--- src/rtl/can_host_pkg.sv ---
package can_host_pkg;
    // register byte offsets
    localparam int OFS_MODE = 'h00;
    localparam int OFS_CMD  = 'h04;
    localparam int OFS_STAT = 'h08;
    localparam int OFS_IRQF = 'h0C;
    localparam int OFS_IRQE = 'h10;
    localparam int OFS_ERRC = 'h14;

    // mode bits
    localparam int MB_RESET  = 0;
    localparam int MB_LISTEN = 1;
    localparam int MB_LOOP   = 2;
    localparam int MB_FILT   = 3;
    localparam int MB_SLEEP  = 4;

    // command bits
    localparam int CB_XMIT    = 0;
    localparam int CB_ABORT   = 1;
    localparam int CB_RELEASE = 2;
    localparam int CB_CLROVR  = 3;
    localparam int CB_SELFRX  = 4;
    localparam int CB_BUSOFF  = 5;

    // event / flag bits
    localparam int EV_RX    = 0;
    localparam int EV_TXD   = 1;
    localparam int EV_EWARN = 2;
    localparam int EV_OVR   = 3;
    localparam int EV_WAKE  = 4;
    localparam int EV_EPASS = 5;
    localparam int EV_ARB   = 6;
    localparam int EV_BERR  = 7;

    // status bits and fields
    localparam int SB_RXRDY   = 0;
    localparam int SB_OVR     = 1;
    localparam int SF_ALC_LSB = 8;
    localparam int SF_SEG_LSB = 16;
    localparam int SF_DIR     = 21;
    localparam int SF_TYP_LSB = 22;
    localparam int EF_REC_LSB = 16;

    localparam logic [7:0] STAT_RESET = 8'h3C;
endpackage

--- src/rtl/chr_mode_cmd.sv ---
module chr_mode_cmd
    import can_host_pkg::*;
#(
    parameter int MODE_W = 5,
    parameter int CMD_W  = 6
) (
    input  logic              clk,
    input  logic              rst_n,
    input  logic              mode_wr_i,
    input  logic [MODE_W-1:0] mode_wdata_i,
    input  logic              cmd_wr_i,
    input  logic [CMD_W-1:0]  cmd_wdata_i,
    input  logic              rx_ready_i,
    output logic [MODE_W-1:0] mode_o,
    output logic [CMD_W-1:0]  cmd_o
);
    localparam logic [MODE_W-1:0] MODE_RST_VAL = MODE_W'(1 << MB_RESET);
    localparam logic [MODE_W-1:0] CFG_MASK =
        MODE_W'((1 << MB_FILT) | (1 << MB_SLEEP));

    typedef struct packed {
        logic [MODE_W-1:0] mode;
        logic [CMD_W-1:0]  cmd;
    } mc_state_t;

    mc_state_t st_d, st_q;
    logic [MODE_W-1:0] wmask_d;

    always_comb begin
        st_d     = st_q;
        st_d.cmd = '0;
        wmask_d  = st_q.mode[MB_RESET] ? '1 : ~CFG_MASK;
        if (mode_wr_i)
            st_d.mode = (st_q.mode & ~wmask_d) | (mode_wdata_i & wmask_d);
        if (cmd_wr_i) begin
            st_d.cmd = cmd_wdata_i;
            if (!rx_ready_i)
                st_d.cmd[CB_RELEASE] = 1'b0;
        end
    end

    always_ff @(posedge clk or negedge rst_n) begin
        if (!rst_n) begin
            st_q.mode <= MODE_RST_VAL;
            st_q.cmd  <= '0;
        end else begin
            st_q <= st_d;
        end
    end

    assign mode_o = st_q.mode;
    assign cmd_o  = st_q.cmd;

    // configuration bits frozen while out of reset mode
    p_cfg_lock_r2: assert property (@(posedge clk) disable iff (!rst_n)
        !st_q.mode[MB_RESET] |=> $stable(st_q.mode[MB_SLEEP:MB_FILT]))
        else $error("p_cfg_lock_r2");

    // a command pulse only follows a command write
    p_cmd_origin_r3: assert property (@(posedge clk) disable iff (!rst_n)
        (|cmd_o) |-> $past(cmd_wr_i))
        else $error("p_cmd_origin_r3");

    // release only when a frame was pending
    p_release_gate_r4: assert property (@(posedge clk) disable iff (!rst_n)
        cmd_o[CB_RELEASE] |-> $past(rx_ready_i))
        else $error("p_release_gate_r4");
endmodule

--- src/rtl/chr_irq.sv ---
module chr_irq #(
    parameter int NUM_IRQ = 8
) (
    input  logic               clk,
    input  logic               rst_n,
    input  logic [NUM_IRQ-1:0] evt_i,
    input  logic               flag_wr_i,
    input  logic               en_wr_i,
    input  logic [NUM_IRQ-1:0] wdata_i,
    output logic [NUM_IRQ-1:0] flags_o,
    output logic [NUM_IRQ-1:0] en_o,
    output logic               irq_o
);
    typedef struct packed {
        logic [NUM_IRQ-1:0] flags;
        logic [NUM_IRQ-1:0] en;
    } irq_state_t;

    irq_state_t st_d, st_q;
    logic [NUM_IRQ-1:0] clr_d;

    always_comb begin
        st_d  = st_q;
        clr_d = flag_wr_i ? wdata_i : '0;
        // set after clear: an event in the same cycle wins
        st_d.flags = (st_q.flags & ~clr_d) | (evt_i & st_q.en);
        if (en_wr_i)
            st_d.en = wdata_i;
    end

    always_ff @(posedge clk or negedge rst_n) begin
        if (!rst_n) st_q <= '0;
        else        st_q <= st_d;
    end

    assign flags_o = st_q.flags;
    assign en_o    = st_q.en;
    assign irq_o   = |(st_q.flags & st_q.en);

    // a newly set flag had its enable set before the edge
    p_gate_r8: assert property (@(posedge clk) disable iff (!rst_n)
        1'b1 |=> ((st_q.flags & ~$past(st_q.flags) & ~$past(st_q.en)) == '0))
        else $error("p_gate_r8");

    // written ones clear unless an event hit the same bit
    p_w1c_r9: assert property (@(posedge clk) disable iff (!rst_n)
        flag_wr_i |=> ((st_q.flags & $past(wdata_i) & ~$past(evt_i)) == '0))
        else $error("p_w1c_r9");

    // the interrupt rises only from an enabled event or an enable write
    p_irq_cause_r10: assert property (@(posedge clk) disable iff (!rst_n)
        $rose(irq_o) |-> (($past(evt_i & st_q.en) != '0) || $past(en_wr_i)))
        else $error("p_irq_cause_r10");
endmodule

--- src/rtl/chr_status.sv ---
module chr_status
    import can_host_pkg::*;
#(
    parameter int CNT_W = 8,
    parameter int SEG_W = 5,
    parameter int ALC_W = 5
) (
    input  logic             clk,
    input  logic             rst_n,
    input  logic [7:0]       eng_stat_i,
    input  logic             ovr_evt_i,
    input  logic             clr_ovr_i,
    input  logic             berr_evt_i,
    input  logic [1:0]       berr_type_i,
    input  logic             berr_dir_i,
    input  logic [SEG_W-1:0] berr_seg_i,
    input  logic             arb_evt_i,
    input  logic [ALC_W-1:0] arb_pos_i,
    input  logic             cnt_ld_i,
    input  logic [CNT_W-1:0] tec_i,
    input  logic [CNT_W-1:0] rec_i,
    input  logic             cnt_clr_i,
    output logic [7:0]       stat_o,
    output logic [1:0]       etype_o,
    output logic             edir_o,
    output logic [SEG_W-1:0] eseg_o,
    output logic [ALC_W-1:0] alc_o,
    output logic [CNT_W-1:0] tec_o,
    output logic [CNT_W-1:0] rec_o
);
    typedef struct packed {
        logic [7:0]       stat;
        logic [1:0]       etype;
        logic             edir;
        logic [SEG_W-1:0] eseg;
        logic [ALC_W-1:0] alc;
        logic [CNT_W-1:0] tec;
        logic [CNT_W-1:0] rec;
    } st_state_t;

    st_state_t st_d, st_q;

    always_comb begin
        st_d      = st_q;
        st_d.stat = eng_stat_i;
        // overrun latch: clear first, then set so the event wins
        st_d.stat[SB_OVR] = st_q.stat[SB_OVR];
        if (clr_ovr_i) st_d.stat[SB_OVR] = 1'b0;
        if (ovr_evt_i) st_d.stat[SB_OVR] = 1'b1;
        if (berr_evt_i) begin
            st_d.etype = berr_type_i;
            st_d.edir  = berr_dir_i;
            st_d.eseg  = berr_seg_i;
        end
        if (arb_evt_i)
            st_d.alc = arb_pos_i;
        if (cnt_clr_i) begin
            st_d.tec = '0;
            st_d.rec = '0;
        end else if (cnt_ld_i) begin
            st_d.tec = tec_i;
            st_d.rec = rec_i;
        end
    end

    always_ff @(posedge clk or negedge rst_n) begin
        if (!rst_n) begin
            st_q      <= '0;
            st_q.stat <= STAT_RESET;
        end else begin
            st_q <= st_d;
        end
    end

    assign stat_o  = st_q.stat;
    assign etype_o = st_q.etype;
    assign edir_o  = st_q.edir;
    assign eseg_o  = st_q.eseg;
    assign alc_o   = st_q.alc;
    assign tec_o   = st_q.tec;
    assign rec_o   = st_q.rec;

    // overrun latch set and clear behaviour
    p_ovr_set_r5: assert property (@(posedge clk) disable iff (!rst_n)
        ovr_evt_i |=> stat_o[SB_OVR])
        else $error("p_ovr_set_r5");
    p_ovr_clear_r5: assert property (@(posedge clk) disable iff (!rst_n)
        (clr_ovr_i && !ovr_evt_i) |=> !stat_o[SB_OVR])
        else $error("p_ovr_clear_r5");

    // bus error capture and hold
    p_berr_cap_r6: assert property (@(posedge clk) disable iff (!rst_n)
        berr_evt_i |=> (etype_o == $past(berr_type_i)) && (edir_o == $past(berr_dir_i))
                       && (eseg_o == $past(berr_seg_i)))
        else $error("p_berr_cap_r6");
    p_berr_hold_r6: assert property (@(posedge clk) disable iff (!rst_n)
        !berr_evt_i |=> $stable(eseg_o) && $stable(etype_o) && $stable(edir_o))
        else $error("p_berr_hold_r6");

    // arbitration position holds between events
    p_arb_hold_r7: assert property (@(posedge clk) disable iff (!rst_n)
        !arb_evt_i |=> $stable(alc_o))
        else $error("p_arb_hold_r7");

    // host clear beats a load
    p_cnt_clear_r11: assert property (@(posedge clk) disable iff (!rst_n)
        cnt_clr_i |=> (tec_o == '0) && (rec_o == '0))
        else $error("p_cnt_clear_r11");
endmodule

--- src/rtl/can_host_regs.sv ---
module can_host_regs
    import can_host_pkg::*;
#(
    parameter int ADDR_W  = 8,
    parameter int DATA_W  = 32,
    parameter int NUM_IRQ = 8,
    parameter int MODE_W  = 5,
    parameter int CMD_W   = 6,
    parameter int CNT_W   = 8,
    parameter int SEG_W   = 5,
    parameter int ALC_W   = 5
) (
    input  logic              clk,
    input  logic              rst_n,
    input  logic              bus_sel_i,
    input  logic              bus_we_i,
    input  logic [ADDR_W-1:0] bus_addr_i,
    input  logic [DATA_W-1:0] bus_wdata_i,
    output logic [DATA_W-1:0] bus_rdata_o,
    input  logic [NUM_IRQ-1:0] evt_i,
    input  logic [7:0]        eng_stat_i,
    input  logic [1:0]        berr_type_i,
    input  logic              berr_dir_i,
    input  logic [SEG_W-1:0]  berr_seg_i,
    input  logic [ALC_W-1:0]  arb_pos_i,
    input  logic              cnt_ld_i,
    input  logic [CNT_W-1:0]  tec_i,
    input  logic [CNT_W-1:0]  rec_i,
    output logic [MODE_W-1:0] mode_o,
    output logic [CMD_W-1:0]  cmd_o,
    output logic [CNT_W-1:0]  tec_o,
    output logic [CNT_W-1:0]  rec_o,
    output logic              irq_o
);
    logic wr_q_unused;
    logic acc_wr, acc_rd;
    logic hit_mode, hit_cmd, hit_stat, hit_irqf, hit_irqe, hit_errc;

    logic [NUM_IRQ-1:0] flags, en;
    logic [7:0]         stat;
    logic [1:0]         etype;
    logic               edir;
    logic [SEG_W-1:0]   eseg;
    logic [ALC_W-1:0]   alc;

    assign wr_q_unused = 1'b0;
    assign acc_wr   = bus_sel_i & bus_we_i;
    assign acc_rd   = bus_sel_i & ~bus_we_i;
    assign hit_mode = (bus_addr_i == ADDR_W'(OFS_MODE));
    assign hit_cmd  = (bus_addr_i == ADDR_W'(OFS_CMD));
    assign hit_stat = (bus_addr_i == ADDR_W'(OFS_STAT));
    assign hit_irqf = (bus_addr_i == ADDR_W'(OFS_IRQF));
    assign hit_irqe = (bus_addr_i == ADDR_W'(OFS_IRQE));
    assign hit_errc = (bus_addr_i == ADDR_W'(OFS_ERRC));

    chr_mode_cmd #(.MODE_W(MODE_W), .CMD_W(CMD_W)) u_mode_cmd (
        .clk          (clk),
        .rst_n        (rst_n),
        .mode_wr_i    (acc_wr & hit_mode),
        .mode_wdata_i (bus_wdata_i[MODE_W-1:0]),
        .cmd_wr_i     (acc_wr & hit_cmd),
        .cmd_wdata_i  (bus_wdata_i[CMD_W-1:0]),
        .rx_ready_i   (stat[SB_RXRDY]),
        .mode_o       (mode_o),
        .cmd_o        (cmd_o)
    );

    chr_irq #(.NUM_IRQ(NUM_IRQ)) u_irq (
        .clk       (clk),
        .rst_n     (rst_n),
        .evt_i     (evt_i),
        .flag_wr_i (acc_wr & hit_irqf),
        .en_wr_i   (acc_wr & hit_irqe),
        .wdata_i   (bus_wdata_i[NUM_IRQ-1:0]),
        .flags_o   (flags),
        .en_o      (en),
        .irq_o     (irq_o)
    );

    chr_status #(.CNT_W(CNT_W), .SEG_W(SEG_W), .ALC_W(ALC_W)) u_status (
        .clk         (clk),
        .rst_n       (rst_n),
        .eng_stat_i  (eng_stat_i),
        .ovr_evt_i   (evt_i[EV_OVR]),
        .clr_ovr_i   (acc_wr & hit_cmd & bus_wdata_i[CB_CLROVR]),
        .berr_evt_i  (evt_i[EV_BERR]),
        .berr_type_i (berr_type_i),
        .berr_dir_i  (berr_dir_i),
        .berr_seg_i  (berr_seg_i),
        .arb_evt_i   (evt_i[EV_ARB]),
        .arb_pos_i   (arb_pos_i),
        .cnt_ld_i    (cnt_ld_i),
        .tec_i       (tec_i),
        .rec_i       (rec_i),
        .cnt_clr_i   (acc_wr & hit_errc & (bus_wdata_i == '0)),
        .stat_o      (stat),
        .etype_o     (etype),
        .edir_o      (edir),
        .eseg_o      (eseg),
        .alc_o       (alc),
        .tec_o       (tec_o),
        .rec_o       (rec_o)
    );

    // same-cycle read mux; the command offset always reads zero
    always_comb begin
        bus_rdata_o = '0;
        if (acc_rd) begin
            if (hit_mode) begin
                bus_rdata_o[MODE_W-1:0] = mode_o;
            end else if (hit_stat) begin
                bus_rdata_o[7:0]                  = stat;
                bus_rdata_o[SF_ALC_LSB +: ALC_W]  = alc;
                bus_rdata_o[SF_SEG_LSB +: SEG_W]  = eseg;
                bus_rdata_o[SF_DIR]               = edir;
                bus_rdata_o[SF_TYP_LSB +: 2]      = etype;
            end else if (hit_irqf) begin
                bus_rdata_o[NUM_IRQ-1:0] = flags;
            end else if (hit_irqe) begin
                bus_rdata_o[NUM_IRQ-1:0] = en;
            end else if (hit_errc) begin
                bus_rdata_o[CNT_W-1:0]          = tec_o;
                bus_rdata_o[EF_REC_LSB +: CNT_W] = rec_o;
            end else begin
                bus_rdata_o[0] = wr_q_unused;
            end
        end
    end

    // nothing is driven on the read bus without a selected read
    p_rd_idle_r12: assert property (@(posedge clk) disable iff (!rst_n)
        !acc_rd |-> (bus_rdata_o == '0))
        else $error("p_rd_idle_r12");
endmodule

--- config.mk ---
export PLATFORM = sky130hd
export DESIGN_NAME = can_host_regs
export DESIGN_NICKNAME = d
export VERILOG_FILES = /design/src/rtl/can_host_pkg.sv /design/src/rtl/chr_mode_cmd.sv /design/src/rtl/chr_irq.sv /design/src/rtl/chr_status.sv /design/src/rtl/can_host_regs.sv
export SDC_FILE = /design/constraint.sdc
export NUM_CORES = 1
export LEC_CHECK = 0
export ABC_AREA = 1
export ABC_CLOCK_PERIOD_IN_PS = 1540
export BUFFER_PORTS_ARGS = -buffer_cell sky130_fd_sc_hd__buf_2
export CORE_UTILIZATION = 35
export CTS_CLUSTER_DIAMETER = 60
export DETAILED_ROUTE_END_ITERATION = 7
export GPL_ROUTABILITY_DRIVEN = 0
export PLACE_DENSITY_LB_ADDON = 0.12
export SYNTH_ARGS = -nofsm -noshare
export SYNTH_HDL_FRONTEND = slang
export SYNTH_SLANG_ARGS = --single-unit
--- constraint.sdc ---
create_clock -name clk -period 1.54 [get_ports clk]
set_input_delay 0.154 -clock clk [delete_from_list [all_inputs] [get_ports clk]]
set_output_delay 0.154 -clock clk [all_outputs]
set_load 0.005 [all_outputs]
* After elaboration in Yosys (flattened, before gate mapping)
Index checks and enable logic that the tools add are counted.
** Cells by class
- Eq/ne operators :: 5
- Bitwise logic cells :: 19
- Mux-type cells :: 23
- Reduce and logical (&&, ||, !) cells :: 5
** Operator list (count)
- two-way mux 8 bit :: 11
- zero test 32 bit :: 1
- two-way mux 16 bit :: 2
- bitwise AND 8 bit :: 3
- == test 8 x 4 -> 1 bit, second input constant :: 2
- == test 8 x 5 -> 1 bit, second input constant :: 2
- two-way mux 5 bit :: 3
- two-way mux 13 bit :: 1
- bitwise AND 5 bit :: 2
- bitwise AND 1 bit :: 9
- == test 8 x 3 -> 1 bit, second input constant :: 1
- zero test 8 bit :: 1
- NOT 8 bit :: 1
- bitwise OR 8 bit :: 1
- OR reduction 8 bit :: 1
- two-way mux 7 bit :: 1
- two-way mux 6 bit :: 1
- NOT 5 bit :: 1
- bitwise OR 5 bit :: 1
- two-way mux 1 bit :: 4
- nonzero test 2 bit :: 2
- NOT 1 bit :: 1
** Word-level totals
- Bits of input ports :: 90
- Logic and storage cells :: 64
- Register bits after elaboration :: 64

* Depth between registers and ports, before layout
- Depth after elaboration :: 7
- Gate-level depth with buffers :: 9
- Mapped depth without buffers :: 8

* Cells and area by module
Synthesis repeated with hierarchy kept, for this count alone.
** Unflattened totals
- Cells, all modules :: 451
- Area, all modules :: 3433.3 µm²
** By module, submodules not included
- chr_status :: instances 1, sequential area each 930.9 µm², area an instance 1363.8 µm², cells each 134
- can_host_regs :: instances 1, sequential area each 0.0 µm², area an instance 970.9 µm², cells each 187
- chr_irq :: instances 1, sequential area each 400.4 µm², area an instance 693.2 µm², cells each 89
- chr_mode_cmd :: instances 1, sequential area each 276.5 µm², area an instance 405.4 µm², cells each 41

* Least setup slack after synthesis
OpenSTA, ideal clock, no wires.
- Path kind :: input to output
- Start point :: input port bus_addr_i[5]
- End point :: output port bus_rdata_o[16]
- Required time :: 1386 ps
- Arrival :: 1066 ps
- Buffers on the path :: 1
- Setup slack :: 320 ps
- Stages :: 9
- Cells stage by stage :: inv_1 nand2_1 nor2_1 and2_4 buf_4 nand2_1 nand2_1 inv_1 nor2_1
** Between the ends
- Cells in the longest elaborated chain, start to end :: 7
- Elaborated cells between the ends (all ways) :: 11
** Ends and longest elaborated chain
- start: declaration :: RTL line can_host_regs.sv:17 : input logic [ADDR_W-1:0] bus_addr_i,
- == test 8 x 5 -> 1 bit :: RTL line can_host_regs.sv:54 : assign hit_errc = (bus_addr_i == ADDR_W'(OFS_ERRC));
- two-way mux 8 bit :: RTL line can_host_regs.sv:121 : end else if (hit_errc) begin
- two-way mux 8 bit :: RTL line can_host_regs.sv:119 : end else if (hit_irqe) begin
- two-way mux 8 bit :: RTL line can_host_regs.sv:117 : end else if (hit_irqf) begin
- two-way mux 8 bit :: RTL line can_host_regs.sv:111 : end else if (hit_stat) begin
- two-way mux 8 bit (*) :: RTL line can_host_regs.sv:109 : if (hit_mode) begin
- two-way mux 8 bit (*) :: RTL line can_host_regs.sv:108 : if (acc_rd) begin
- end: declaration :: RTL line can_host_regs.sv:19 : output logic [DATA_W-1:0] bus_rdata_o,
Mark *: on every way between the ends. The rest lies on a longest branch, timed or not.

* Worst setup path in the final report
- Start point :: register u_irq.st_q, in the netlist u_irq.flags_o[4]
- End point :: output port bus_rdata_o[4]
** Between the ends
- Cells in the longest elaborated chain, start to end :: 4
** Ends and longest elaborated chain
- start: declaration :: RTL line chr_irq.sv:19 : irq_state_t st_d, st_q;
- start signal: assignment :: RTL line chr_irq.sv:33 : else st_q <= st_d;
- two-way mux 8 bit :: RTL line can_host_regs.sv:117
- two-way mux 8 bit :: RTL line can_host_regs.sv:111
- two-way mux 5 bit :: RTL line can_host_regs.sv:109
- two-way mux 13 bit :: RTL line can_host_regs.sv:108
Every way passes these cells.

==> results.tsv <==
metric	value	unit
dpl cells	641	
CTS Buffer Depth	2	
CP Launch Point	u_irq.flags_o[4]	
Clock Sinks	64	
total congestion overflow	0	
Post-Synthesis Mean Instance Area	8.36	sq um
FF+latch count, synth	64	
Netlist cell types	27	
critical path class	flop to output pin	
Ant. Diodes	0	
worst vdd ir	0.000526	V
worst skew pair latency	340	ps
nets@finish	651	
Final ANT Viol Nets	0	
synth-to-layout area growth	38.6	%
CP delay by family, top	flip-flops	
f_max	682	MHz
Yosys top cell by area	dfrtp_1	
max incr delay on CP	410	ps
pin count of the biggest net entering global routing	65	
Starting Density	37.0	%
Leak	2.46	nW
end of the critical path	bus_rdata_o[4]	
Inserted Clock Buffers	9	
final setup fails	0	
min cycle time layout	1470	ps
port bufs	137	
Util after Layout	51.3	%
Max Slew Vio Count	0	
vias per inst	4.75	
fin crit share	95.1	%
Clock transition at path regs	80	ps
ys async rst share	100	%
Total GRT Usage	19.6	%
row cnt	34	
setup TNS	0	ps
Crit-path slowest cell	dfrtp_1	
Setup WS pre-CTS	8.64	ps
Synth area leaders	dfrtp_1 (45%), nand2_1 (9.4%), o21ai_0 (6.2%)	
worst endpoint data arrival time	1310	ps
DR WL/cell	13.8	microns
hold slack	6.91	ps
Fin Clk Skew	7.90	ps
CP Buf/Inv Count	2	
status	finished clean	
DR vias	3201	
I/O pin count	150	
gate count of the mapped netlist	393	
DRT Wirelength	9330	microns
RSZ-0062 raised after global routing	true	
post-synth top area share	44.9	%
Fill cells	891	
Max Cap Viol	0	
# DRC	0	
pwr/cell area	901	nW/um^2
crit start category	flop	
final hold vios	0	
Synth Flop Type	dfrtp_1	
WP depth	6	
number of synthesized flops with an enable pin	0	
crit path setup slack, layout	74.7	ps
R2R Path Start	u_mode_cmd.mode_o[0]	
post-route insts no fill	674	
post-detail-place hpwl	7030	microns
Die H	98.9	microns
# H-tree levels	3	
CTS tree	built	
sequential-to-total area share from yosys stat	48.9	%
vias in the first global route	2986	
maximum fanout along the worst path	3	
CP Capture Type	output pin	
DR iter-0 viols	152	
Die Footprint	9780	sq um
first-pass GRT wire length	14800	microns
root buffer cell	clkbuf_8	
Cell Chain, Critical Path	buf_4, nand3_1, nand3_1, nor2_1, nor2_1, buf_2	
Syn Std Cell Area	3290	sq um
reg2reg setup slack	570	ps
CP Data Required Time	1390	ps
worst r2r path cells	3	
ratio of cells with drive above 1 in the final layout	37.5	%
First-pass DRT Iterations	4	
Die Width	98.9	microns
Hold/Removal Path Class	input port to flop	
initial antenna violation count	0	
Warnings, synthesis	0	
CORE AREA	8890	sq um
==> kinds of logic after synthesis <==
kind of cell	after synthesis	share of synthesized area (%)
DFF	64	48.9
muxes	24	7.61
and+or+nand+nor	184	25.0
AOI/OAI and AO/OA	63	10.0
buffers and inverters	57	8.34
other	1	0.114
==> registers in the layout (all words and copies together), names as in the netlist, 3 cells and up, named ones only <==
register and flops:
u_irq.en_o 8, u_irq.flags_o 8, u_status.rec_o 8, u_status.stat_o 8
u_status.tec_o 8, u_mode_cmd.cmd_o 6, u_status.alc_o 5, u_status.eseg_o 5
u_mode_cmd.mode_o 3
==> worst min-delay path by stage <==
stage          startpoint                    endpoint  depth (start not counted)
2_1_floorplan       rst_n  asynchronous set/reset pin                          0
3_3_place_gp        rst_n           u_status.rec_o[0]                          2
3_5_place_dp        rst_n           u_status.rec_o[0]                          2
4_1_cts          evt_i[4]            u_irq.flags_o[4]                          3
5_1_grt          evt_i[2]            u_irq.flags_o[2]                          3
6_report         evt_i[4]            u_irq.flags_o[4]                          3
==> per-stage QoR <==
step                instance area (sq um)  total power, W
floorplan                            3320         0.00219
global placement                     4150         0.00246
detailed placement                   4150         0.00248
CTS                                  4450         0.00410
global route                         4560         0.00431
finish                               4560         0.00410
==> layout by cell type, fill, tap and decap left out, types with 10 or more instances in the layout <==
cell type | Yosys | layout
buf_4 | 12 | 21
dfrtp_1 | 59 | 59
o21ai_0 | 41 | 41
a21oi_1 | 17 | 17
buf_2 | 6 | 137
inv_1 | 32 | 31
nand2_1 | 82 | 80
conb_1 | 1 | 11
mux2i_1 | 16 | 16
nor2_1 | 48 | 46
nand3_1 | 30 | 29
clkbuf_8 | 0 | 10
==> Yosys cell counts (6+ instances only) <==
cell type  count
nor2_1        48
dfrtp_1       59
mux2i_1       16
o21ai_0       41
nand2_1       82
nor3_1         6
nand3_1       30
nand4_1        6
buf_4         12
inv_1         32
buf_2          6
a21oi_1       17
mux2_2         8
==> power by group <==
part	switching (W)	internal [W]
Combinational	0.000271	0.000259
Sequential	0.000118	0.00183
Clock	0.000668	0.000953
==> layout make-up <==
cell class              instances  area [sq um]  area share [%]
clock buffers                  11           141            3.10
clock inverters                 5          80.1            1.76
inverters                      35           134            2.94
multi-input cells             282          1480            32.4
flip-flops and latches         64          1610            35.3
well taps                     108           135            2.97
repair buffers                169           983            21.6
==> repair_timing <==
| item | in CTS | in global routing |
|---|---|---|
| setup buffers | 0 | 9 |
| setup endpoints to repair | 0 | 17 |
| hold buffers | 8 | 0 |
| gates resized for setup | 0 | 10 |
| endpoints found under the hold margin | 66 | 0 |
==> worst register-to-register path: stages, from the launching register on <==
cell	delay [ps]
dfstp_2	560
nand3_1	130
nand2_1	80
o21ai_0	70
==> metal layers <==
layer  track usage [%]  part of all wire (%)
met4              5.86                   1.1
met5                 0                     0
met2              31.0                    46
met1              27.1                    46
met3              4.18                   7.0
Note: power is estimated with default switching activity, not from simulation.
